--- src/rtl/dsss_spreader_pkg.sv ---
package dsss_spreader_pkg;
    typedef enum logic [1:0] {
        PH_IDLE     = 2'd0,
        PH_PREAMBLE = 2'd1,
        PH_PAYLOAD  = 2'd2
    } phase_e;
endpackage

--- src/rtl/dsss_sync_shifter.sv ---
module dsss_sync_shifter #(
    parameter int              LEN  = 8,
    parameter logic [LEN-1:0]  WORD = 8'b1110_0100
) (
    input  logic clk,
    input  logic rst_n,
    input  logic load,
    input  logic advance,
    output logic chip,
    output logic last
);
    localparam int CW = (LEN > 1) ? $clog2(LEN) : 1;

    logic [LEN-1:0] word_q;
    logic [CW-1:0]  cnt_q;

    always_ff @(posedge clk) begin
        if (!rst_n) begin
            word_q <= '0;
            cnt_q  <= '0;
        end else if (load) begin
            word_q <= WORD;
            cnt_q  <= '0;
        end else if (advance) begin
            word_q <= {word_q[LEN-2:0], 1'b0};
            cnt_q  <= cnt_q + 1'b1;
        end
    end

    assign chip = word_q[LEN-1];
    assign last = (cnt_q == CW'(LEN - 1));

    // a load always presents the first word bit next clock
    p_load_first_chip_r2: assert property (@(posedge clk) disable iff (!rst_n)
        load |=> (chip == WORD[LEN-1]));
endmodule

--- src/rtl/dsss_code_rotator.sv ---
module dsss_code_rotator #(
    parameter int              LEN  = 8,
    parameter logic [LEN-1:0]  CODE = 8'b1011_0001
) (
    input  logic clk,
    input  logic rst_n,
    input  logic load,
    input  logic advance,
    output logic chip
);
    logic [LEN-1:0] code_q;

    always_ff @(posedge clk) begin
        if (!rst_n)
            code_q <= CODE;
        else if (load)
            code_q <= CODE;
        else if (advance)
            code_q <= {code_q[LEN-2:0], code_q[LEN-1]};
    end

    assign chip = code_q[LEN-1];

    // reload wins and restarts at the code MSB
    p_reload_msb_r6: assert property (@(posedge clk) disable iff (!rst_n)
        load |=> (chip == CODE[LEN-1]));
endmodule

--- src/rtl/dsss_phase_fsm.sv ---
module dsss_phase_fsm
    import dsss_spreader_pkg::*;
(
    input  logic   clk,
    input  logic   rst_n,
    input  logic   start,
    input  logic   step,
    input  logic   last,
    output phase_e phase
);
    phase_e phase_q, phase_d;

    always_ff @(posedge clk) begin
        if (!rst_n) phase_q <= PH_IDLE;
        else        phase_q <= phase_d;
    end

    always_comb begin
        phase_d = phase_q;
        unique case (phase_q)
            PH_IDLE:     if (start) phase_d = PH_PREAMBLE;
            PH_PREAMBLE: if (start) phase_d = PH_PREAMBLE;
                         else if (step && last) phase_d = PH_PAYLOAD;
            PH_PAYLOAD:  if (start) phase_d = PH_PREAMBLE;
            default:     phase_d = PH_IDLE;
        endcase
    end

    assign phase = phase_q;

    // payload only follows the final sync chip step
    p_preamble_exit_r4: assert property (@(posedge clk) disable iff (!rst_n)
        (phase_q == PH_PAYLOAD && $past(phase_q) == PH_PREAMBLE)
            |-> ($past(step) && $past(last)));
    // start always lands in preamble
    p_start_preamble_r2: assert property (@(posedge clk) disable iff (!rst_n)
        start |=> (phase_q == PH_PREAMBLE));
endmodule

--- src/rtl/dsss_preamble_spreader.sv ---
module dsss_preamble_spreader
    import dsss_spreader_pkg::*;
#(
    parameter int             CHIPS     = 8,
    parameter logic [CHIPS-1:0] SYNC_WORD = 8'b1110_0100,
    parameter logic [CHIPS-1:0] CODE_WORD = 8'b1011_0001
) (
    input  logic clk,
    input  logic rst_n,
    input  logic data_bit,
    input  logic sync_load,
    input  logic sync_chip_en,
    input  logic code_load,
    input  logic code_chip_en,
    input  logic out_en,
    output logic line_chip
);
    phase_e phase;
    logic   sync_chip, sync_last, code_chip, next_chip;
    logic   sync_adv, code_adv;

    assign sync_adv = sync_chip_en && (phase == PH_PREAMBLE);
    assign code_adv = code_chip_en && (phase == PH_PAYLOAD);

    dsss_sync_shifter #(.LEN(CHIPS), .WORD(SYNC_WORD)) u_sync (
        .clk(clk), .rst_n(rst_n), .load(sync_load), .advance(sync_adv),
        .chip(sync_chip), .last(sync_last)
    );

    dsss_code_rotator #(.LEN(CHIPS), .CODE(CODE_WORD)) u_code (
        .clk(clk), .rst_n(rst_n), .load(code_load), .advance(code_adv),
        .chip(code_chip)
    );

    dsss_phase_fsm u_fsm (
        .clk(clk), .rst_n(rst_n), .start(sync_load), .step(sync_chip_en),
        .last(sync_last), .phase(phase)
    );

    always_comb begin
        next_chip = 1'b0;
        unique case (phase)
            PH_IDLE:     next_chip = 1'b0;
            PH_PREAMBLE: next_chip = sync_chip;
            PH_PAYLOAD:  next_chip = data_bit ^ code_chip;
            default:     next_chip = 1'b0;
        endcase
    end

    always_ff @(posedge clk) begin
        if (!rst_n)      line_chip <= 1'b0;
        else if (out_en) line_chip <= next_chip;
    end

    // the line stays quiet until a preamble starts
    p_idle_quiet_r1: assert property (@(posedge clk) disable iff (!rst_n)
        (phase == PH_IDLE) |-> (line_chip == 1'b0));
    // enabled output register follows the chip of the previous clock
    p_follow_r7: assert property (@(posedge clk) disable iff (!rst_n)
        out_en |=> (line_chip == $past(next_chip)));
    // disabled output register holds
    p_hold_r7: assert property (@(posedge clk) disable iff (!rst_n)
        !out_en |=> $stable(line_chip));
    // the code does not move outside payload unless reloaded
    p_code_frozen_r5: assert property (@(posedge clk) disable iff (!rst_n)
        (phase != PH_PAYLOAD && !code_load) |=> $stable(code_chip));
endmodule

--- config.mk ---
export PLATFORM = sky130hd
export DESIGN_NAME = dsss_preamble_spreader
export DESIGN_NICKNAME = d
export VERILOG_FILES = /design/src/rtl/dsss_spreader_pkg.sv /design/src/rtl/dsss_sync_shifter.sv /design/src/rtl/dsss_code_rotator.sv /design/src/rtl/dsss_phase_fsm.sv /design/src/rtl/dsss_preamble_spreader.sv
export SDC_FILE = /design/constraint.sdc
export NUM_CORES = 1
export LEC_CHECK = 0
export BUFFER_PORTS_ARGS = -buffer_cell sky130_fd_sc_hd__buf_2
export CORE_MARGIN = 5
export CORE_UTILIZATION = 40
export DETAILED_ROUTE_END_ITERATION = 10
export PLACE_DENSITY = 0.56
export SLEW_MARGIN = 20
export SYNTH_ARGS = -nofsm -noshare
export SYNTH_HDL_FRONTEND = slang
export SYNTH_HIERARCHICAL = 1
export SYNTH_SLANG_ARGS = --single-unit
--- constraint.sdc ---
create_clock -name clk -period 2.2 [get_ports clk]
set_input_delay 0.44 -clock clk [delete_from_list [all_inputs] [get_ports clk]]
set_output_delay 0.44 -clock clk [all_outputs]
set_load 0.005 [all_outputs]
==> results of run 1 <==
==> worst max path at each step <==
| stage | slack (ns) | to | start |
|---|---|---|---|
| 2_1_floorplan | 0.79 | u_sync/word_q[5]$_SDFFE_PN0P_ | u_fsm/phase[1]$_SDFFE_PN0P_ |
| 3_5_place_dp | 0.55 | u_sync/word_q[6]$_SDFFE_PN0P_ | u_fsm/phase[0]$_SDFFE_PN0P_ |
| 5_1_grt | 0.42 | u_sync/word_q[5]$_SDFFE_PN0P_ | u_fsm/phase[0]$_SDFFE_PN0P_ |
| 6_report | 0.55 | u_sync/word_q[5]$_SDFFE_PN0P_ | u_fsm/phase[0]$_SDFFE_PN0P_ |
| 3_3_place_gp | 0.60 | u_sync/word_q[5]$_SDFFE_PN0P_ | u_fsm/phase[0]$_SDFFE_PN0P_ |
| 4_1_cts | 0.52 | u_sync/word_q[5]$_SDFFE_PN0P_ | u_fsm/phase[0]$_SDFFE_PN0P_ |
==> final cells by class <==
class / count / area share
clock buffer: 3 / 0.0232
clock inverter: 1 / 0.0309
inverter: 3 / 0.0116
multi-input combinational: 56 / 0.447
sequential: 20 / 0.412
tap: 27 / 0.0347
timing repair buffer: 8 / 0.0412
==> sequential cells by signal, indices dropped and copies added (netlist names) <==
register / cells
u_sync/word_q: 6
line_chip: 1
u_fsm/phase: 2
u_sync/cnt_q: 3
u_code/code_q: 8
==> logic make-up (layout without fill, tap and decap cells) <==
family,Yosys count,in the layout
muxes,15,15
xor gates and xnor gates,2,2
adders and majority gates,4,4
buffers and inverters,5,15
and+or+nand+nor,26,26
DFF,20,20
AOI/OAI and AO/OA,9,9
==> report_power, final <==
group | leakage (nW) | internal (mW) | total (mW) | switching [mW]
Sequential | 0.163 | 0.370 | 0.375 | 0.00512
Combinational | 0.184 | 0.0257 | 0.0467 | 0.0210
Clock | 0.0279 | 0.184 | 0.297 | 0.112
==> worst max-delay path, stage by stage (launching register included) <==
cell and delay (ns):
sky130_fd_sc_hd__dfxtp_1 0.42, sky130_fd_sc_hd__ha_1 0.19, sky130_fd_sc_hd__and2_1 0.43, sky130_fd_sc_hd__mux2_4 0.34, sky130_fd_sc_hd__o21a_1 0.16
==> routing by layer <==
layer  part of all wire  vias to the layer above
li1                   -                      296
met1               0.49                      254
met2               0.43                        9
met3              0.065                        2
met4             0.0089                        0
met5                  0                        -
==> Yosys cell counts (all sizes together) <==
master | n | area share
or2b | 1 | 0.0086
and2b | 1 | 0.010
o211a | 1 | 0.012
nand4b | 2 | 0.020
mux2 | 3 | 0.052
a21oi | 1 | 0.010
nor2b | 1 | 0.0072
nor2 | 9 | 0.039
nand2b | 3 | 0.022
xnor2 | 2 | 0.020
nor3 | 1 | 0.0058
nand2 | 6 | 0.026
dfxtp | 20 | 0.46
mux2i | 12 | 0.14
inv | 3 | 0.013
o21a | 5 | 0.043
ha | 4 | 0.058
and2 | 2 | 0.014
a21boi | 1 | 0.0086
buf | 2 | 0.026
o21ai | 1 | 0.0058
==> stage by stage <==
step | total power [mW] | util | cell area, sq um | worst slack [ns] | std cells
6_report | 0.718 | 0.481 | 972 | 0.549 | 118
5_1_grt | 0.756 | 0.481 | 972 | 0.415 | 118
4_1_cts | 0.739 | 0.481 | 972 | 0.521 | 118
3_5_place_dp | 0.431 | 0.455 | 920 | 0.548 | 114
3_3_place_gp | 0.429 | 0.455 | 920 | 0.604 | 114
2_1_floorplan | 0.416 | - | 868 | 0.786 | 81
==> implementation parameters, run 1 <==
Parameter                              Value

Setup path
  Path depth of the worst reg2reg path ... 4
  Beginning of the worst register-to-register path ... u_fsm/phase[0]$_SDFFE_PN0P_
  Data required time of the critical path ... 2.40 ns
  Setup slack on the worst flop-to-flop path ... 0.55 ns
  Type of destination of the critical path ... flop
  Setup CP Type ... reg -> reg
  Crit Reg-Reg Endpoint ... u_sync/word_q[5]$_SDFFE_PN0P_
  Endpoint arrival time on the critical path ... 1.85 ns
  Startpoint type of the worst setup path ... flop
  Max FO, Critical Path ... 9

GRT
  Grt met3 use ... 0.0436
  Top Usage Layer GRT ... met2
  GR met1 Demand/Resource ... 0.117
  Vias in the first global route ... 538
  Initial antenna violation count ... 0
  Global-route usage over all layers ... 0.0959
  Global routing met2 resource utilization ... 0.144
  Overflow left after global routing ... 0
  Pin count of the biggest net entering global routing ... 13
  First-pass GRT wire length ... 2.35 mm

CTS
  Clock-pin slew on the worst setup and hold paths ... 0.12 ns
  Num CTS Buffers ... 3
  Post-CTS Hold Fix Bufs ... 0
  TritonCTS clock tree ... yes
  Clock sink count ... 20
  Clock insertion delay at the later pin of the skew report ... 0.30 ns
  Buffer cell driving the clock tree root ... sky130_fd_sc_hd__clkbuf_4
  Cts repair resizes ... 0
  Maximum root-to-sink buffer count ... 2
  CTS H-tree depth ... 1
  Post-CTS Setup Repair Bufs ... 0

Layout
  Leading cell types in the layout, fill and taps excluded ... sky130_fd_sc_hd__dfxtp_1 (20), sky130_fd_sc_hd__mux2i_1 (12), sky130_fd_sc_hd__nor2_1 (9), sky130_fd_sc_hd__buf_2 (8), sky130_fd_sc_hd__nand2_1 (6)
  Fraction of layout instances using a drive strength above 1 ... 0.187
  Most common cell after layout, fill and taps aside ... sky130_fd_sc_hd__dfxtp_1
  Area taken by flip-flops and latches ... roughly 400 sq um
  Post-synthesis to final-layout area growth ... 12.0%
  Area used by multi-input combinational logic ... about 430 sq um
  Number of fill cells ... 210
  Count of nets after finishing ... 104
  Diode count ... 0

Routing
  Post-detailed-route wirelength per cell ... 11.4 microns
  Antenna Violating Nets Remaining ... 0
  Post-detailed-routing wire length ... 1.35 mm
  Drc violations ... 0
  Mean number of vias per cell ... ~4.8
  Via count ... between 500 and 600
  Detailed Routing Iterations Pass 1 ... 4
  DR iter-0 viols ... 12

Floorplanning
  Horizontal die dimension ... 56.6 microns
  I/O pin count ... 9
  Area of the core ... 2020 sq um
  Initial standard-cell utilization of the core ... 0.429
  Die outline area ... around 3200 sq um
  Row count ... 16
  Die span in y ... 56.6 microns

Logic synthesis
  Synthesized-area fraction occupied by ao, oa, aoi and oai cells ... 0.0793
  Distinct cell type count of the synthesized netlist ... 21
  Area share of fa/ha/maj cells after synthesis ... 0.0576
  Average cell area after synthesis ... 10.7 sq um
  Net count of the mapped netlist ... 93
  Basic-gate share of the synthesized area counting and, or, nand and nor cells ... 0.153
  Syn. warnings ... 6
  Sequential share of the synthesized area ... 0.461
  Dominant combinational cell family by area after synthesis ... multiplexers
  Fraction of synthesized cell area in xor and xnor cells ... 0.0202
  Multiplexer area fraction after synthesis ... 0.190
  Post-synthesis cell count ... 81
  #FFs+latches synth ... 20
  Post-Syn Area ... 868 sq um

STA
  Worst Tran Pin Value ... approximately 0.48 ns
  Remaining max-slew budget at the tightest pin ... 0.682
  Total Negative Setup Slacks ... 0 ns
  RSZ-0062 raised after global routing ... false
  Final number of hold-violating endpoints ... 0
  Max-slew violation count ... 0
  WHS ... 0.373 ns
  Final period utilization ... 0.751
  Setup Skew ... 0.0163 ns
  Maximum operating frequency ... 606 MHz
  Final count of negative-setup-slack endpoints ... 0
  Final Critical Period ... 1.65 ns

Run status
  Result of the run ... completed

Hold path
  Worst hold stages ... 3
  Hold Crit Endpoint ... u_code/code_q[5]$_SDFFE_PP1P_
  Worst hold path class ... in -> reg
  Worst hold path startpoint ... code_load

Place
  Total of buffers placed on input and output ports ... 8
  Detailed Place HPWL ... 1.01 mm
  Gp weighted congestion ... 0.687

Power
  IR Drop Worst-Case VDD ... 0.000597 V
  Power per unit of standard cell area ... 739 nW/um^2
  Pleak ... around 0.37 nW

Run
  Reported max-cap violation count ... 0
No activity file was read; power rests on OpenSTA's default activity.
==> run 2: changes to the inputs <==
PLACE_DENSITY = 0.58   (was 0.56)
clock period = 1.3 ns   (was 2.2 ns; I/O delays follow)
==> run 2 against run 1 <==
Against the previous run:
- sequential power increased by 69%
- setup slack worse by 0.52 ns
- first-iteration DRC count shrank 50%
- clock skew down 0.015 ns
- non-clock buffer count rose by 4
- via count grew 1.1%
- register-to-register slack worse by 0.52 ns
==> implementation parameters, run 2 (same netlist as run 1, synthesis figures left out) <==
Parameter                              Value

Floorplanning
  Area of the core ... 2020 sq um (unchanged)
  Initial standard-cell utilization of the core ... 0.429 (unchanged)
  I/O pin count ... 9 (unchanged)
  Horizontal die dimension ... 56.6 microns (unchanged)
  Die span in y ... 56.6 microns (unchanged)
  Die outline area ... 3200 sq um (unchanged)
  Row count ... 16 (unchanged)

Layout
  Register with the highest flop count ... u_code/code_q
  Share of the core filled with cells ... 0.492 (+0.0111)
  Post-synthesis to final-layout area growth ... 14.6%
  Diode count ... 0 (unchanged)
  Fraction of layout instances using a drive strength above 1 ... 0.277 (+0.0898)
  Most common cell after layout, fill and taps aside ... sky130_fd_sc_hd__dfxtp_1
  Max reg flops ... 8 (unchanged)
  Largest registers ... u_code/code_q (8), u_sync/word_q (6), u_sync/cnt_q (3)
  Number of standard cells in the final layout excluding fillers ... 121 (+2.5%)
  Leading cell types in the layout, fill and taps excluded ... sky130_fd_sc_hd__dfxtp_1 (18), sky130_fd_sc_hd__mux2i_1 (12), sky130_fd_sc_hd__nor2_1 (9), sky130_fd_sc_hd__buf_2 (8), sky130_fd_sc_hd__nand2_1 (6)
  Count of nets after finishing ... 108 (+3.8%)

Routing
  Post-detailed-routing wire length ... 1.31 mm (-3.2%)
  Antenna Violating Nets Remaining ... 0 (unchanged)
  Via count ... 567 (+1.1%)
  Detailed Routing Iterations Pass 1 ... 4 (unchanged)
  Mean number of vias per cell ... 4.69 (-1.4%)
  Drc violations ... 0 (unchanged)
  DR iter-0 viols ... 6 (-6)
  Post-detailed-route wirelength per cell ... 10.8 microns (-5.6%)

Setup path
  Data required time of the critical path ... 1.49 ns (-0.91 ns)
  Setup CP Type ... reg -> reg
  Ordered cell list for the critical path ... inv_2 -> ha_4 -> and2_4 -> mux2_4 -> o21a_1
  Type of destination of the critical path ... flop
  Critical-path top delay cell ... sky130_fd_sc_hd__dfxtp_2
  Max FO, Critical Path ... 6 (-3)
  Biggest cell delay along the critical path ... 0.37 ns (-0.06 ns)
  Startpoint type of the worst setup path ... flop
  Path depth of the worst reg2reg path ... 5 (+1)
  Endpoint arrival time on the critical path ... 1.47 ns (-0.38 ns)

Power
  Pleak ... 0.387 nW (+3.3%)
  IR Drop Worst-Case VDD ... 0.000667 V (+12%)
  Power per unit of standard cell area ... 1010 nW/um^2 (+36%)

GRT
  First-pass GRT wire length ... 2.39 mm (+1.5%)
  Vias in the first global route ... 571 (+6.1%)
  Overflow left after global routing ... 0 (unchanged)
  Global-route usage over all layers ... 0.0946 (-0.00133)
  Pin count of the biggest net entering global routing ... 11 (-2)
  Initial antenna violation count ... 0 (unchanged)

STA
  Final number of hold-violating endpoints ... 0 (unchanged)
  Remaining max-slew budget at the tightest pin ... 0.811 (+0.129)
  Maximum operating frequency ... 784 MHz (+29%)
  Worst setup slack after layout ... 0.0247 ns (-0.524 ns)
  Worst Tran Pin Value ... 0.282 ns (-0.195 ns)
  Final count of negative-setup-slack endpoints ... 0 (unchanged)
  RSZ-0062 raised after global routing ... true
  Max-slew violation count ... 0 (unchanged)
  Final Critical Period ... 1.28 ns (-0.376 ns)
  Setup Skew ... 0.00110 ns (-0.0152 ns)
  Final period utilization ... 0.981 (+0.230)

CTS
  Clock sink count ... 20 (unchanged)
  Maximum root-to-sink buffer count ... 2 (unchanged)
  Clock insertion delay at the later pin of the skew report ... 0.29 ns (about the same)
  Clock-pin slew on the worst setup and hold paths ... 0.10 ns (-0.02 ns)
  Num CTS Buffers ... 3 (unchanged)
  Post-CTS Hold Fix Bufs ... 0 (unchanged)
  CTS H-tree depth ... 1 (unchanged)
  Buffer cell driving the clock tree root ... sky130_fd_sc_hd__clkbuf_4
  TritonCTS clock tree ... yes

Run
  Reported max-cap violation count ... 0 (unchanged)

Run status
  Result of the run ... completed

Hold path
  Worst hold path class ... in -> reg
  Worst hold stages ... 3 (unchanged)

Place
  Gp weighted congestion ... 0.718 (+4.6%)
  Placed instance count ... 116 (+1.8%)
  Detailed Place HPWL ... 960 microns (-5.3%)
  Total of buffers placed on input and output ports ... 8 (unchanged)
  Post-Place Worst Slack ... -0.0819 ns (-0.630 ns)
## run 2: cell types whose count changed in the layout (fill, tap and decap cells not counted), moves of 2 or more
cell                      delta
sky130_fd_sc_hd__buf_4       +4
sky130_fd_sc_hd__and2_1      -2
sky130_fd_sc_hd__and2_4      +2
sky130_fd_sc_hd__dfxtp_1     -2
## run 2: worst paths after layout
path / start / endpoint / slack, ns
worst min-delay path: code_load / u_code/code_q[4]$_SDFFE_PP1P_ / 0.21
worst max-delay path: u_fsm/phase[1]$_SDFFE_PN0P_ / u_sync/word_q[7]$_SDFFE_PN0P_ / 0.02
worst min register to register: u_code/code_q[3]$_SDFFE_PP0P_ / u_code/code_q[4]$_SDFFE_PP1P_ / 0.49
worst max register to register: u_fsm/phase[1]$_SDFFE_PN0P_ / u_sync/word_q[7]$_SDFFE_PN0P_ / 0.02
## run 2: final cells by class
cell class	instances	area, sq um
clock buffers	3	22.5
fillers	201	1030
multi-input cells	56	452
well taps	27	33.8
inverters	3	11.3
flip-flops and latches	20	405
repair buffers	12	70.1
## run 2: critical path: cells and delay by family, from the launching register on
kind,cells,cell delay [ns]
AND/OR/NAND/NOR,1,0.16
AO/OA/AOI/OAI,1,0.16
adder cells (fa/ha/maj),1,0.15
flip-flops,1,0.37
multiplexers,1,0.30
buffers and inverters,1,0.05
## run 2: per-stage QoR
step	setup TNS (ns)	total power, mW	hold WS (ns)	instance area [sq um]
floorplan	-0.0905	0.709	0.377	890
global placement	-0.424	0.734	0.457	952
detailed placement	-0.563	0.735	0.460	952
CTS	0	1.02	0.198	978
global route	-0.0480	1.07	0.202	995
finish	0	1.00	0.211	995
## run 2: timing repair
action                                  CTS  global route
setup buffers                             0             2
endpoints found under the setup margin   10            11
resized for setup                         2             1
## run 2: where the power goes
| part | switching (mW) | total (mW) | internal (mW) | leakage [nW] |
|---|---|---|---|---|
| registers | 0.00985 | 0.635 | 0.626 | 0.164 |
| logic | 0.0369 | 0.0888 | 0.0519 | 0.209 |
| clock network | 0.171 | 0.279 | 0.108 | 0.0138 |
## run 2: per-layer routing
layer	track usage	part of all wire	vias up
met4	0.0203	0.010	0
met5	0	0	-
met3	0.0550	0.055	2
met2	0.149	0.45	8
met1	0.111	0.49	254
li1	-	-	303
